===== config.mk =====
export PLATFORM = sky130hd
export DESIGN_NAME = mtp_pwr_seq
export DESIGN_NICKNAME = d
export VERILOG_FILES = /design/src/rtl/mtp_seq_pkg.sv /design/src/rtl/mtp_seq_timer.sv /design/src/rtl/mtp_seq_fsm.sv /design/src/rtl/mtp_seq_gate.sv /design/src/rtl/mtp_pwr_seq.sv
export SDC_FILE = /design/constraint.sdc
export NUM_CORES = 1
export LEC_CHECK = 0
export BUFFER_PORTS_ARGS = -buffer_cell sky130_fd_sc_hd__buf_2
export CAP_MARGIN = 20
export CORE_MARGIN = 1.5
export CORE_UTILIZATION = 51
export CTS_CLUSTER_SIZE = 8
export DETAILED_ROUTE_END_ITERATION = 16
export GPL_TIMING_DRIVEN = 0
export PLACE_DENSITY = 0.79
export RECOVER_POWER = 100
export SYNTH_ARGS = -nofsm -noshare
export SYNTH_HDL_FRONTEND = slang
export SYNTH_HIERARCHICAL = 1
export SYNTH_SLANG_ARGS = --single-unit

===== constraint.sdc =====
create_clock -name clk -period 2.74 [get_ports clk]
set_input_delay 0.274 -clock clk [delete_from_list [all_inputs] [get_ports clk]]
set_output_delay 0.274 -clock clk [all_outputs]
set_load 0.05 [all_outputs]

===== src/rtl/mtp_seq_pkg.sv =====
package mtp_seq_pkg;

    typedef enum logic [2:0] {
        S_OFF,
        S_PU_RST,
        S_PU_WAIT,
        S_READY,
        S_RR_LOW,
        S_RR_WAIT,
        S_IDLE,
        S_WAKE
    } seq_state_e;

    typedef struct packed {
        seq_state_e state;
        logic       pin_rst_n;
        logic       pin_idle_n;
        logic       rdy;
    } seq_regs_t;

    function automatic int max2(input int a, input int b);
        return (a > b) ? a : b;
    endfunction

endpackage


===== src/rtl/mtp_seq_timer.sv =====
module mtp_seq_timer #(
    parameter int CNT_W = 8
) (
    input  logic             clk,
    input  logic             rst_n,
    input  logic             load,
    input  logic [CNT_W-1:0] load_val,
    output logic             zero
);
    logic [CNT_W-1:0] cnt_d, cnt_q;

    always_comb begin
        cnt_d = cnt_q;
        if (load)
            cnt_d = load_val;
        else if (cnt_q != '0)
            cnt_d = cnt_q - 1'b1;
    end

    always_ff @(posedge clk or negedge rst_n) begin
        if (!rst_n) cnt_q <= '0;
        else        cnt_q <= cnt_d;
    end

    assign zero = (cnt_q == '0);

    AST_CNT_STEP: assert property (@(posedge clk) disable iff (!rst_n)
        (!load && cnt_q != '0) |=> (cnt_q == $past(cnt_q) - 1'b1));

endmodule


===== src/rtl/mtp_seq_fsm.sv =====
module mtp_seq_fsm
    import mtp_seq_pkg::*;
#(
    parameter int RST_LOW_CYC  = 2,
    parameter int PWRUP_CYC    = 10000,
    parameter int RST_EXIT_CYC = 1000,
    parameter int IDLE_MIN_CYC = 500,
    parameter int WAKE_CYC     = 10000
) (
    input  logic clk,
    input  logic rst_n,
    input  logic pwr_good,
    input  logic sleep_req,
    input  logic wake_req,
    input  logic rst_req,
    input  logic busy,
    output logic pin_rst_n,
    output logic pin_idle_n,
    output logic rdy
);
    localparam int MAX_CYC = max2(max2(max2(RST_LOW_CYC, PWRUP_CYC),
                                       max2(RST_EXIT_CYC, IDLE_MIN_CYC)), WAKE_CYC);
    localparam int CNT_W   = $clog2(MAX_CYC + 1);

    localparam logic [CNT_W-1:0] LD_RST_LOW  = CNT_W'(RST_LOW_CYC - 1);
    localparam logic [CNT_W-1:0] LD_PWRUP    = CNT_W'(PWRUP_CYC - 1);
    localparam logic [CNT_W-1:0] LD_RST_EXIT = CNT_W'(RST_EXIT_CYC - 1);
    localparam logic [CNT_W-1:0] LD_IDLE_MIN = CNT_W'(IDLE_MIN_CYC - 1);
    localparam logic [CNT_W-1:0] LD_WAKE     = CNT_W'(WAKE_CYC - 1);

    seq_regs_t        q, d;
    logic             tmr_load;
    logic [CNT_W-1:0] tmr_val;
    logic             tmr_zero;

    mtp_seq_timer #(.CNT_W(CNT_W)) u_timer (
        .clk      (clk),
        .rst_n    (rst_n),
        .load     (tmr_load),
        .load_val (tmr_val),
        .zero     (tmr_zero)
    );

    always_comb begin
        d        = q;
        tmr_load = 1'b0;
        tmr_val  = '0;
        if (!pwr_good) begin
            d.state = S_OFF;
        end else begin
            unique case (q.state)
                S_OFF: begin
                    d.state  = S_PU_RST;
                    tmr_load = 1'b1;
                    tmr_val  = LD_RST_LOW;
                end
                S_PU_RST: if (tmr_zero) begin
                    d.state  = S_PU_WAIT;
                    tmr_load = 1'b1;
                    tmr_val  = LD_PWRUP;
                end
                S_PU_WAIT: if (tmr_zero) d.state = S_READY;
                S_READY: begin
                    if (rst_req) begin
                        d.state  = S_RR_LOW;
                        tmr_load = 1'b1;
                        tmr_val  = LD_RST_LOW;
                    end else if (sleep_req && !busy) begin
                        d.state  = S_IDLE;
                        tmr_load = 1'b1;
                        tmr_val  = LD_IDLE_MIN;
                    end
                end
                S_RR_LOW: if (tmr_zero) begin
                    d.state  = S_RR_WAIT;
                    tmr_load = 1'b1;
                    tmr_val  = LD_RST_EXIT;
                end
                S_RR_WAIT: if (tmr_zero) d.state = S_READY;
                S_IDLE: if (tmr_zero && wake_req) begin
                    d.state  = S_WAKE;
                    tmr_load = 1'b1;
                    tmr_val  = LD_WAKE;
                end
                S_WAKE: if (tmr_zero) d.state = S_READY;
                default: d.state = S_OFF;
            endcase
        end
        d.pin_rst_n  = !(d.state inside {S_OFF, S_PU_RST, S_RR_LOW});
        d.pin_idle_n = !(d.state inside {S_OFF, S_IDLE});
        d.rdy        = (d.state == S_READY);
    end

    always_ff @(posedge clk or negedge rst_n) begin
        if (!rst_n) q <= '{state: S_OFF, pin_rst_n: 1'b0, pin_idle_n: 1'b0, rdy: 1'b0};
        else        q <= d;
    end

    assign pin_rst_n  = q.pin_rst_n;
    assign pin_idle_n = q.pin_idle_n;
    assign rdy        = q.rdy;

    AST_RDY_AFTER_WAIT: assert property (@(posedge clk) disable iff (!rst_n)
        $rose(rdy) |-> ($past(q.state) inside {S_PU_WAIT, S_RR_WAIT, S_WAKE}));

    AST_IDLE_HOLD: assert property (@(posedge clk) disable iff (!rst_n)
        (q.state == S_IDLE && !tmr_zero && pwr_good) |=> (q.state == S_IDLE));

    AST_NO_SLEEP_BUSY: assert property (@(posedge clk) disable iff (!rst_n)
        (q.state == S_READY && busy) |=> (q.state != S_IDLE));

    AST_RST_WINS: assert property (@(posedge clk) disable iff (!rst_n)
        (q.state == S_READY && rst_req && pwr_good) |=> (q.state == S_RR_LOW));

endmodule


===== src/rtl/mtp_seq_gate.sv =====
module mtp_seq_gate #(
    parameter int NUM_EN = 4
) (
    input  logic              ready_i,
    input  logic [NUM_EN-1:0] en_n_i,
    output logic [NUM_EN-1:0] en_n_o
);
    for (genvar i = 0; i < NUM_EN; i++) begin : g_en
        assign en_n_o[i] = ready_i ? en_n_i[i] : 1'b1;
    end
endmodule


===== src/rtl/mtp_pwr_seq.sv =====
module mtp_pwr_seq #(
    parameter int RST_LOW_CYC  = 2,
    parameter int PWRUP_CYC    = 10000,
    parameter int RST_EXIT_CYC = 1000,
    parameter int IDLE_MIN_CYC = 500,
    parameter int WAKE_CYC     = 10000
) (
    input  logic clk,
    input  logic rst_n,
    input  logic pwr_good,
    input  logic sleep_req,
    input  logic wake_req,
    input  logic rst_req,
    input  logic busy,
    input  logic ctl_ce_n,
    input  logic ctl_we_n,
    input  logic ctl_pgm_n,
    input  logic ctl_ers_n,
    output logic mac_rst_n,
    output logic mac_idle_n,
    output logic mac_ce_n,
    output logic mac_we_n,
    output logic mac_pgm_n,
    output logic mac_ers_n,
    output logic ready
);
    localparam int NUM_EN = 4;

    logic              pin_rst_n, pin_idle_n, rdy;
    logic [NUM_EN-1:0] en_in, en_out;

    mtp_seq_fsm #(
        .RST_LOW_CYC  (RST_LOW_CYC),
        .PWRUP_CYC    (PWRUP_CYC),
        .RST_EXIT_CYC (RST_EXIT_CYC),
        .IDLE_MIN_CYC (IDLE_MIN_CYC),
        .WAKE_CYC     (WAKE_CYC)
    ) u_fsm (
        .clk        (clk),
        .rst_n      (rst_n),
        .pwr_good   (pwr_good),
        .sleep_req  (sleep_req),
        .wake_req   (wake_req),
        .rst_req    (rst_req),
        .busy       (busy),
        .pin_rst_n  (pin_rst_n),
        .pin_idle_n (pin_idle_n),
        .rdy        (rdy)
    );

    assign mac_rst_n  = pin_rst_n  & pwr_good;
    assign mac_idle_n = pin_idle_n & pwr_good;
    assign ready      = rdy        & pwr_good;

    assign en_in = {ctl_ce_n, ctl_we_n, ctl_pgm_n, ctl_ers_n};

    mtp_seq_gate #(.NUM_EN(NUM_EN)) u_gate (
        .ready_i (ready),
        .en_n_i  (en_in),
        .en_n_o  (en_out)
    );

    assign {mac_ce_n, mac_we_n, mac_pgm_n, mac_ers_n} = en_out;

    AST_PG_CUT: assert property (@(posedge clk) disable iff (!rst_n)
        !pwr_good |-> (!mac_rst_n && !mac_idle_n && !ready));

    AST_STROBES_BLOCKED: assert property (@(posedge clk) disable iff (!rst_n)
        !ready |-> (mac_ce_n && mac_we_n && mac_pgm_n && mac_ers_n));

endmodule


### Word-level counts from Yosys, hierarchy flattened

Index checks and enable logic that the tools add are counted.

* register bits after elaboration: 20
* input port bits: 11
* output and inout port bits: 7
* logic and storage cells: 61

* add/sub/neg operators: 1
* equal/unequal tests: 11
* multiplexer cells: 27
* bitwise gates (word level): 3
* reductions and logical operators: 14

Operators with widths (count)
* two-way mux 14 bit: 6
* case mux 14 bit (5 select lines): 1
* two-way mux 3 bit: 7
* == test 3 bit (second input constant): 6
* case mux 3 bit (6 select lines): 1
* logical NOT 14 bit: 1
* nonzero test 14 bit: 1
* subtractor 14 x 1 -> 14 bit (second input constant): 1
* two-way mux 10 bit: 1
* == test 3 x 2 -> 1 bit (second input constant): 3
* two-way mux 1 bit: 9
* two-way mux 9 bit: 1
* == test 3 x 1 -> 1 bit (second input constant): 2
* logical NOT 3 bit: 2
* case mux 1 bit (4 select lines): 1
* nonzero test 2 bit: 2
* bitwise AND 1 bit: 3
* logical NOT 1 bit: 3
* nonzero test 3 bit: 1
* OR reduction 3 bit: 1
* logical AND 1 bit: 2
* OR reduction 2 bit: 1

### Logic depth before layout (Yosys ltp)

Gate-level depths: netlist of run 1.

* depth in word-level cells: 9
* gate-level depth with buffers: 13
* depth with buffers taken out: 11

### Cells and area by module

Netlist of run 1, hierarchy kept.

By module, submodules not included
* mtp_seq_timer: times used 1, cells each 77, area each 825.8 um^2, sequential area each 350.3 um^2
* mtp_seq_fsm: times used 1, cells each 62, area each 513.0 um^2, sequential area each 150.1 um^2
* mtp_seq_gate: times used 1, cells each 4, area each 25.0 um^2, sequential area each 0.0 um^2
* mtp_pwr_seq: times used 1, cells each 3, area each 18.8 um^2, sequential area each 0.0 um^2

### Worst setup path after synthesis of run 1

No wires, ideal clock.

* path type: register -> register
* from: register u_fsm.u_timer.cnt_q[0]
* to: register u_fsm.u_timer.cnt_q[1]
* setup time: 0.087 ns
* data arrival time: 2.724 ns
* required time: 2.653 ns
* slack: -0.071 ns
* cell stages (with the launch flop): 13
* path buffers: 2
* period minus slack after synthesis: 2.811 ns
* path through: dfrtp_1 inv_1 ha_1 nor3b_4 and4_1 buf_4 inv_1 a211o_1 and2_1 nor3_1 clkbuf_1 nor2_1 a211oi_2

* word-level cells in the longest chain between the ends: 6
* elaborated cells on any way between the ends: 16
* classes of those cells: 1 x add/sub; 11 x mux; 4 x reduce/logical

Ends and longest elaborated chain
* from (decl): line mtp_seq_timer.sv:10 `logic [CNT_W-1:0] cnt_d, cnt_q;`
* from (signal assigned): line mtp_seq_timer.sv:22 `else cnt_q <= cnt_d;`
* logical NOT 14 bit *: line mtp_seq_timer.sv:25 `assign zero = (cnt_q == '0);`
* via u_fsm.tmr_zero: line mtp_seq_fsm.sv:34 `logic tmr_zero;`
* logical AND 1 bit: line mtp_seq_fsm.sv:80 `S_IDLE: if (tmr_zero && wake_req) begin`
* two-way mux 1 bit: line mtp_seq_fsm.sv:80
* case mux 1 bit (4 select lines) *: line mtp_seq_fsm.sv:51 `unique case (q.state)`
* two-way mux 1 bit *: line mtp_seq_fsm.sv:48 `if (!pwr_good) begin`
* via u_fsm.tmr_load: line mtp_seq_fsm.sv:32 `logic tmr_load;`
* two-way mux 14 bit or nonzero test 2 bit (tied branches)

The timed path passes the listed nets; every way through them passes the cells marked *. The select of a mux whose other input is x is not followed.
A chain may end at the register's enable or synchronous reset.

### Worst setup path after layout of run 1

* from: register u_fsm.u_timer.cnt_q[1]
* to: register u_fsm.u_timer.cnt_q[10]

Same word-level chain as after synthesis.

==> key figures, run 1 <==
Outcome
  – Outcome: finished clean

Global route
  – Global route hottest layer: met2
  – First-pass GRT wire length: 5.11 mm
  – Global-route usage over all layers: 23.6%
  – Largest net degree at the start of global routing: 21
  – GRT overflow: 0
  – Initial antenna violation count: 0
  – Met1 Use GR: 29.1%
  – Grt met2 use: 41.7%
  – Vias in the first global route: 1133
  – GR Util met3: 2.42%

Placement
  – Final HPWL DP: 2.19 mm
  – Placer Congestion: 0.910
  – IO Port Bufs: 17

Drt
  – Avg Vias per Cell: 5.75
  – Residual DRC: 0
  – DR WL/cell: 14.7 um
  – Antenna Violating Nets Remaining: 0
  – Pre-Repair DR Iteration Count: 4
  – Routed Wire Length: 2.98 mm
  – Iter 0 DRT Violations: 35
  – Total number of vias: 1168

Critical path
  – CP Data Arrival Time: 2.77 ns
  – CP required: 2.94 ns
  – Worst Setup Start Kind: flip-flop
  – Crit. End Element: flip-flop
  – Worst-case reg-to-reg path depth: 12
  – CP Class: reg -> reg
  – Reg2reg setup slack: 0.17 ns
  – Reg2reg start: u_fsm/u_timer/cnt_q[1]
  – RR Endpoint: u_fsm/u_timer/cnt_q[10]
  – Max Fanout on Critical Path: 10

STA
  – Rel. slew slack: 28.7%
  – Crit path time final: 2.57 ns
  – Final Cycle Share: 93.9%
  – Final hold vios: 0
  – Final setup fails: 0
  – Layout Skew: 0.00507 ns
  – Setup TNS: 0 ns
  – Worst-Margin Slew: 1.07 ns
  – Highest Clock Rate: 0.389 GHz
  – Slew Viols, Final: 0

Die
  – Die width: 55.1 um
  – Top-Level Pins: 18
  – Core Rows: 18
  – Die ar.: 0.00303 sq mm
  – Starting Density: 54.8%
  – Die height: 55.1 um
  – Core area: 0.00252 sq mm

Synthesis
  – Asr flop ratio synth: 100%
  – Cell area after synthesis: 0.00138 sq mm
  – Dominant synthesized flop cell: dfrtp_1
  – EDFF count, synth: 0
  – Cells after Synth: 146
  – Synth Warn #: 6
  – Synth cell types: 51
  – Yosys reg bits: 20
  – Register area share after synthesis: 36.2%
  – Syn avg cell area: 9.47 sq um

Power
  – Power density over the cells: 817 mW/mm^2
  – Leak: 0.666 nW
  – Peak VDD IR: 0.542 mV
  – Power, Total: 1.31 mW

Clocking
  – Clk sinks: 20
  – Clock Path Buffers: 2
  – Clock root cell: clkbuf_4
  – TritonCTS clock tree: yes
  – Worst-path clk slew: 0.12 ns
  – # H-tree levels: 1
  – CTS buffer count: 3
  – Clock Latency Late Sink: 0.30 ns

Final layout
  – Filler cells: 214
  – Diode count: 0
  – Area delta synth->final: 16.3%
  – Fin nets: 187
  – Share of post-route cells with drive strength above 1: 23.1%

Min path
  – Hold Path Sink: u_fsm/q[3]
  – Hold/Removal Path Class: in -> reg
  – Hold Path Stages: 3
  – Hold path start: pwr_good

Job
  – Max-Cap Viols: 0
==> power by group <==
part	internal [mW]	switching [mW]	leakage [nW]
sequential	0.385	0.112	0.259
clock	0.148	0.0972	0.0279
combinational	0.288	0.283	0.379
total	0.821	0.492	0.666
==> cell usage in the layout (no fill, tap or decap), types with 3 or more instances in the layout <==
| cell type | synthesis | final |
|---|---|---|
| buf_4 | 3 | 7 |
| xnor2_1 | 11 | 11 |
| nor3_1 | 4 | 3 |
| clkbuf_4 | 0 | 3 |
| o31ai_1 | 5 | 5 |
| nand2b_1 | 8 | 8 |
| nor2b_1 | 3 | 3 |
| a21oi_1 | 5 | 5 |
| nand3_1 | 4 | 4 |
| buf_2 | 0 | 9 |
| clkbuf_1 | 2 | 8 |
| and2_1 | 4 | 4 |
| dfrtp_1 | 20 | 20 |
| nor2_1 | 9 | 9 |
| a22o_1 | 7 | 7 |
| inv_1 | 7 | 7 |
| nand2_1 | 7 | 7 |
==> what timing repair did <==
| action | 4_1_cts | 5_1_grt |
|---|---|---|
| buffers inserted | 1 | 3 |
| cloned | 0 | 0 |
| hold buffers | 1 | 0 |
| resized for setup | 4 | 2 |
| setup endpoints to repair | 14 | 13 |
| hold endpoints to repair | 20 | 0 |
| pin swaps | 0 | 1 |
==> how the worst max path moves through the flow <==
stage / start / slack [ns] / to / cells past startpoint
finish: u_fsm/u_timer/cnt_q[1] / 0.17 / u_fsm/u_timer/cnt_q[10] / 12
global route: u_fsm/u_timer/cnt_q[1] / -0.02 / u_fsm/u_timer/cnt_q[10] / 12
CTS: u_fsm/u_timer/cnt_q[0] / 0.001 / u_fsm/u_timer/cnt_q[1] / 12
detailed placement: u_fsm/u_timer/cnt_q[0] / -0.42 / u_fsm/u_timer/cnt_q[1] / 12
global placement: u_fsm/u_timer/cnt_q[0] / -0.31 / u_fsm/u_timer/cnt_q[1] / 12
floorplan: u_fsm/u_timer/cnt_q[0] / 0.06 / u_fsm/u_timer/cnt_q[1] / 12
==> synthesized netlist by cell type (3+ instances only) <==
library cell   n  area, sq um
nand2_1        7         26.3
xnor2_1       11         96.3
nor3_1         4         20.0
or2_1          3         18.8
a22o_1         7         61.3
nand3_1        4         20.0
nor2b_1        3         18.8
a21oi_1        5         25.0
and2_1         4         25.0
inv_1          7         26.3
nand2b_1       8         50.1
o31ai_1        5         37.5
nor2_1         9         33.8
o21ai_1        3         15.0
dfrtp_1       20          500
buf_4          3         22.5
==> through the flow <==
stage | setup slack [ns] | hold slack (ns) | utilization [%] | area (sq um) | instances
floorplan | 0.0644 | -0.0216 | - | 1390 | 147
global placement | -0.309 | 0.246 | 60.0 | 1510 | 194
detailed placement | -0.419 | 0.253 | 60.0 | 1510 | 194
CTS | 0.00127 | 0.241 | 63.2 | 1600 | 200
global route | -0.0188 | 0.255 | 63.7 | 1610 | 203
finish | 0.168 | 0.251 | 63.7 | 1610 | 203
==> registers in the layout, indices dropped and copies added, names as in the netlist <==
| signal | cells |
|---|---|
| u_fsm/rdy | 1 |
| u_fsm/pin_rst_n | 1 |
| u_fsm/q | 3 |
| u_fsm/u_timer/cnt_q | 14 |
| u_fsm/pin_idle_n | 1 |
==> metal layers <==
metal | up-vias | routed length (um)
met3 | 6 | 65
li1 | 582 | -
met2 | 19 | 1520
met4 | 0 | 46
met1 | 561 | 1350
met5 | - | 0
==> cell type report <==
type | instances | area [sq um] | area share [%]
multi-input cells | 112 | 818 | 50.9
flip-flops and latches | 20 | 500 | 31.1
repair buffers | 22 | 115 | 7.16
plain buffers | 6 | 50.0 | 3.11
well taps | 30 | 37.5 | 2.33
inverters | 9 | 33.8 | 2.10
clock inverters | 1 | 30.0 | 1.87
clock buffers | 3 | 22.5 | 1.40
==> kinds of logic after synthesis <==
kind of cell	after synthesis	share of synthesized area, %
flops	20	36.2
buf+inv	15	5.43
compound gates	34	19.5
fa+ha+maj	2	1.81
simple gates	63	29.9
other cells	1	0.271
xor+xnor	11	6.97
==> critical path, cell delays in order (launching register included) <==
cell	delay, ns
dfrtp_1	0.44
inv_1	0.07
ha_1	0.17
nor3b_4	0.20
and4_1	0.22
buf_6	0.15
inv_1	0.10
a211o_1	0.24
and2_1	0.18
nor3_4	0.19
buf_4	0.16
nor2b_1	0.04
a221o_1	0.31
Power figures use the tool's default switching activity.
==> run 2, diff against run 1 <==
--- a/config.mk
+++ b/config.mk
@@ -7,8 +7,9 @@
 export LEC_CHECK = 0
 export BUFFER_PORTS_ARGS = -buffer_cell sky130_fd_sc_hd__buf_2
 export CAP_MARGIN = 20
-export CORE_MARGIN = 1.5
-export CORE_UTILIZATION = 51
+export CELL_PAD_IN_SITES_DETAIL_PLACEMENT = 1
+export CELL_PAD_IN_SITES_GLOBAL_PLACEMENT = 2
+export CORE_UTILIZATION = 32
 export CTS_CLUSTER_SIZE = 8
 export DETAILED_ROUTE_END_ITERATION = 16
 export GPL_TIMING_DRIVEN = 0
==> run 2 against run 1 <==
Compared with the run above: clock skew is 0.0040 ns lower; highest routed layer unchanged; largest power group unchanged; global-route usage shrank 6.7 points; via count rose by 6.3%; clock power shrank 23%; design area up 6.6%; sequential share of layout area down 1.9 points; critical path type unchanged; routed wire length increased by 18%; core utilization shrank 22 points; power increased by 4.5%; clock-buffer cell count stayed put; register-to-register slack got worse by 0.07 ns; non-clock buffer count up 11.
==> key figures, run 2 (synthesis results as in run 1) <==
Power
  – Power density over the cells: 801 mW/mm^2
  – Comb pwr share: 49.0%
  – Sw Pwr: 0.517 mW
  – Leak: 0.719 nW
  – Sw Ratio: 37.6%
  – Peak VDD IR: 0.197 mV
  – Clk pwr share: 13.8%
  – Sequential share of power: 37.2%
  – Internal: 0.856 mW

Global route
  – GRT overflow: 0
  – First-pass GRT wire length: 5.76 mm
  – Largest net degree at the start of global routing: 21
  – Initial antenna violation count: 0
  – Vias in the first global route: 1209
  – Global-route usage over all layers: 16.9%

Clocking
  – TritonCTS clock tree: yes
  – Clk sinks: 20
  – Worst-path clk slew: 0.07 ns
  – # H-tree levels: 1
  – CTS buffer count: 3
  – Clock root cell: clkbuf_8
  – Clock Latency Late Sink: 0.25 ns
  – Clock Path Buffers: 2

STA
  – Layout Skew: 0.00104 ns
  – Final Cycle Share: 96.3%
  – Final setup fails: 0
  – Worst-Margin Slew: 1.12 ns
  – Rel. slew slack: 25.4%
  – Crit path time final: 2.64 ns
  – Slew Viols, Final: 0
  – Highest Clock Rate: 0.379 GHz
  – Final hold vios: 0

Final layout
  – Most flop-heavy register: u_fsm/u_timer/cnt_q
  – Finished Core Util: 41.9%
  – Largest registers: u_fsm/u_timer/cnt_q (14), u_fsm/q (3)
  – Max reg flops: 14
  – Share of post-route cells with drive strength above 1: 28.4%
  – Filler cells: 499
  – Most frequent cells in the layout: dfrtp_1 (20), buf_4 (17), xnor2_1 (11), buf_2 (9), nor2_1 (9)
  – Fin nets: 198
  – Most common cell after layout, fill and taps aside: dfrtp_1
  – Area delta synth->final: 24.0%
  – Finished Cell Area: 0.00171 sq mm
  – Diode count: 0

Critical path
  – CP Class: reg -> reg
  – Reg2reg setup slack: 0.10 ns
  – Crit. End Element: flip-flop
  – CP Data Arrival Time: 2.77 ns
  – Max Fanout on Critical Path: 8
  – CP required: 2.88 ns
  – Worst Setup Start Kind: flip-flop

Placement
  – Placer Congestion: 0.766
  – Area post-placement: 0.00154 sq mm
  – IO Port Bufs: 17
  – Final HPWL DP: 2.59 mm

Die
  – Starting Density: 33.8%
  – Top-Level Pins: 18
  – Core area: 0.00409 sq mm
  – Core Rows: 23
  – Die width: 67.7 um
  – Die ar.: 0.00459 sq mm
  – Die height: 67.7 um

Outcome
  – Outcome: finished clean

Drt
  – Pre-Repair DR Iteration Count: 4
  – Avg Vias per Cell: 5.33
  – Routed Wire Length: 3.51 mm
  – Antenna Violating Nets Remaining: 0
  – Total number of vias: 1241
  – Residual DRC: 0
  – DR WL/cell: 15.1 um
  – Iter 0 DRT Violations: 39

Job
  – Max-Cap Viols: 0

Min path
  – Hold/Removal Path Class: in -> reg
run 2: routing by layer:
layer  wire length, um  part of all wire (%)  GRT usage, %  vias up
met3                34                  0.97          1.52        2
met4                27                  0.77          6.38        0
met1              1640                    47          20.9      632
met5                 0                     0             0        -
li1                  -                     -             -      596
met2              1810                    51          30.0       11
run 2: critical path: stages, from the launching register on:
cell     delay, ns
dfrtp_1       0.40
inv_2         0.08
ha_2          0.19
nor3b_4       0.19
and4_1        0.23
buf_6         0.15
inv_1         0.09
a211o_1       0.25
and2_4        0.15
nor3_4        0.26
buf_4         0.16
nor2b_1       0.04
a221o_1       0.32
run 2: timing repair:
item,in CTS,in global routing
endpoints found under the hold margin,20,0
hold buffers,1,0
buffers inserted,1,14
setup endpoints to repair,14,14
pin swaps,1,2
resized for setup,5,5
run 2: power by group through the flow:
stage	Combinational, mW	Sequential (mW)	Clock (mW)
floorplan	0.428	0.486	0
global placement	0.511	0.501	0
detailed placement	0.535	0.513	0
CTS	0.558	0.507	0.200
global route	0.746	0.528	0.211
finish	0.673	0.511	0.189
run 2: through the flow:
step / setup WS, ns / power, mW / instances / hold slack (ns) / setup TNS (ns)
2_1_floorplan: 0.0644 / 0.913 / 147 / -0.0216 / 0
3_5_place_dp: -0.528 / 1.05 / 214 / 0.260 / -5.14
3_3_place_gp: -0.435 / 1.01 / 214 / 0.244 / -4.11
4_1_cts: 0.0139 / 1.26 / 219 / 0.320 / 0
6_report: 0.103 / 1.37 / 233 / 0.330 / 0
5_1_grt: -0.0649 / 1.49 / 233 / 0.343 / -0.187
run 2: path summary, 6_finish.rpt:
kind | cells after the start | endpoint | startpoint
worst max-delay path | 12 | u_fsm/u_timer/cnt_q[10] | u_fsm/u_timer/cnt_q[0]
worst min-delay path | 3 | u_fsm/q[3] | pwr_good
worst max register to register | 12 | u_fsm/u_timer/cnt_q[10] | u_fsm/u_timer/cnt_q[0]
worst min register to register | 2 | u_fsm/u_timer/cnt_q[12] | u_fsm/u_timer/cnt_q[12]
max in group asynchronous | 2 | u_fsm/u_timer/cnt_q[3] | rst_n
min in group asynchronous | 2 | u_fsm/u_timer/cnt_q[7] | rst_n
run 2: area by class of cell:
cell class              count  area, sq um  share of cell area (%)
plain buffers               6         56.3                    3.28
clock buffers               3         41.3                    2.41
inverters                   9         33.8                    1.97
multi-input cells         112          822                    48.0
flip-flops and latches     20          500                    29.2
well taps                  50         62.6                    3.65
repair buffers             33          198                    11.5
==> run 3, diff against run 2 <==
--- a/config.mk
+++ b/config.mk
@@ -5,6 +5,7 @@
 export SDC_FILE = /design/constraint.sdc
 export NUM_CORES = 1
 export LEC_CHECK = 0
+export ABC_CLOCK_PERIOD_IN_PS = 2740
 export BUFFER_PORTS_ARGS = -buffer_cell sky130_fd_sc_hd__buf_2
 export CAP_MARGIN = 20
 export CELL_PAD_IN_SITES_DETAIL_PLACEMENT = 1
@@ -13,6 +14,7 @@
 export CTS_CLUSTER_SIZE = 8
 export DETAILED_ROUTE_END_ITERATION = 16
 export GPL_TIMING_DRIVEN = 0
+export MAX_ROUTING_LAYER = met4
 export PLACE_DENSITY = 0.79
 export RECOVER_POWER = 100
 export SYNTH_ARGS = -nofsm -noshare
==> run 3 against run 2 <==
Compared with the run above: critical path type unchanged; design area did not move; via count unchanged; clock power hardly changed; clock-buffer cell count stayed put; core utilization unchanged; highest routed layer unchanged; combinational power is essentially flat; clock skew is essentially flat; sequential cell count is the same; register-to-register slack is essentially flat; critical path depth is the same.
==> key figures, run 3 (synthesis results as in run 1) <==
Clocking
  – Clock Path Buffers: 2
  – CTS buffer count: 3
  – Clock root cell: clkbuf_8
  – Clk sinks: 20
  – Worst-path clk slew: 0.07 ns
  – TritonCTS clock tree: yes
  – Clock Latency Late Sink: 0.25 ns
  – # H-tree levels: 1

Drt
  – Pre-Repair DR Iteration Count: 4
  – Total number of vias: 1241
  – Routed Wire Length: 3.51 mm
  – Antenna Violating Nets Remaining: 0
  – Avg Vias per Cell: 5.33
  – DR WL/cell: 15.1 um
  – Residual DRC: 0
  – Iter 0 DRT Violations: 39

Die
  – Top-Level Pins: 18
  – Core Rows: 23
  – Die width: 67.7 um
  – Die ar.: 0.00459 sq mm
  – Starting Density: 33.8%
  – Die height: 67.7 um
  – Core area: 0.00409 sq mm

Final layout
  – Max reg flops: 14
  – Most flop-heavy register: u_fsm/u_timer/cnt_q
  – Diode count: 0
  – Fin nets: 198
  – Most common cell after layout, fill and taps aside: dfrtp_1
  – Finished Cell Area: 0.00171 sq mm
  – Share of post-route cells with drive strength above 1: 28.4%
  – Most frequent cells in the layout: dfrtp_1 (20), buf_4 (17), xnor2_1 (11), buf_2 (9), nor2_1 (9)
  – Largest registers: u_fsm/u_timer/cnt_q (14), u_fsm/q (3)
  – Area delta synth->final: 24.0%

STA
  – Final Cycle Share: 96.3%
  – Rel. slew slack: 25.4%
  – Slew Viols, Final: 0
  – Layout Skew: 0.00103 ns
  – Final setup fails: 0
  – Worst-Margin Slew: 1.12 ns
  – Final hold vios: 0
  – Hold_ws: 0.330 ns
  – Highest Clock Rate: 0.379 GHz
  – Crit path time final: 2.64 ns

Placement
  – IO Port Bufs: 17
  – Area post-placement: 0.00154 sq mm
  – Final HPWL DP: 2.59 mm
  – Placer Congestion: 0.777

Min path
  – Hold/Removal Path Class: in -> reg

Global route
  – First-pass GRT wire length: 5.76 mm
  – Largest net degree at the start of global routing: 21
  – Vias in the first global route: 1210
  – Global-route usage over all layers: 17.4%
  – Initial antenna violation count: 0
  – GRT overflow: 0

Power
  – Power density over the cells: 801 mW/mm^2
  – Peak VDD IR: 0.197 mV
  – Leak: 0.719 nW

Critical path
  – Crit. End Element: flip-flop
  – CP Class: reg -> reg
  – CP required: 2.88 ns
  – Worst Setup Start Kind: flip-flop
  – Reg2reg setup slack: 0.10 ns
  – CP Data Arrival Time: 2.77 ns
  – Max Fanout on Critical Path: 8

Outcome
  – Outcome: finished clean

Job
  – Max-Cap Viols: 0
==> run 3: cell counts in the layout (fill, tap and decap cells not counted) <==
No cell type changed its count.
==> run 3: report_power, final <==
part / switching (mW) / internal [mW] / leakage (nW)
Sequential: 0.125 / 0.386 / 0.259
Combinational: 0.300 / 0.372 / 0.439
Clock: 0.0915 / 0.0977 / 0.0216
Total: 0.517 / 0.856 / 0.719
==> run 3: final timing paths <==
kind / from / end / depth (start not counted)
max in group asynchronous: rst_n / u_fsm/u_timer/cnt_q[3] / 2
worst max-delay path: u_fsm/u_timer/cnt_q[0] / u_fsm/u_timer/cnt_q[10] / 12
worst min-delay path: pwr_good / u_fsm/q[3] / 3
worst max register to register: u_fsm/u_timer/cnt_q[0] / u_fsm/u_timer/cnt_q[10] / 12
min in group asynchronous: rst_n / u_fsm/u_timer/cnt_q[7] / 2
worst min register to register: u_fsm/u_timer/cnt_q[12] / u_fsm/u_timer/cnt_q[12] / 2
==> run 3: what timing repair did <==
action,4_1_cts,5_1_grt
pin swaps,1,2
buffers inserted,1,14
resized for setup,5,5
hold endpoints to repair,20,0
hold buffers,1,0
setup endpoints to repair,14,14
==> run 3: per-layer routing <==
metal	track usage, %	routed length (um)	share of wire [%]
met5	-	0	0
met4	6.38	27	0.77
met3	1.52	34	0.97
met2	30.0	1810	51
met1	20.9	1640	47
==> run 3: layout make-up <==
type                       count  area, sq um
buffer                         6         56.3
clock buffer                   3         41.3
fill                         499         2370
inverter                       9         33.8
multi-input combinational    112          822
sequential                    20          500
tap                           50         62.6
timing repair buffer          33          198
==> run 3: worst max-delay path, stage by stage, from the launching register on <==
cell and delay (ns):
dfrtp_1 0.40, inv_2 0.08, ha_2 0.19, nor3b_4 0.19
and4_1 0.23, buf_6 0.15, inv_1 0.09, a211o_1 0.25
and2_4 0.15, nor3_4 0.26, buf_4 0.16, nor2b_1 0.04
a221o_1 0.32
==> run 3: stage by stage <==
stage                     setup WS [ns]  std cells  total power, mW  setup TNS [ns]  util (%)
final                             0.103        233             1.37               0      41.9
after global routing            -0.0649        233             1.49          -0.187      41.9
after CTS                        0.0139        219             1.26               0      39.5
after detailed placement         -0.528        214             1.05           -5.14      37.7
after global placement           -0.435        214             1.01           -4.11      37.7
after floorplan                  0.0644        147            0.913               0         -
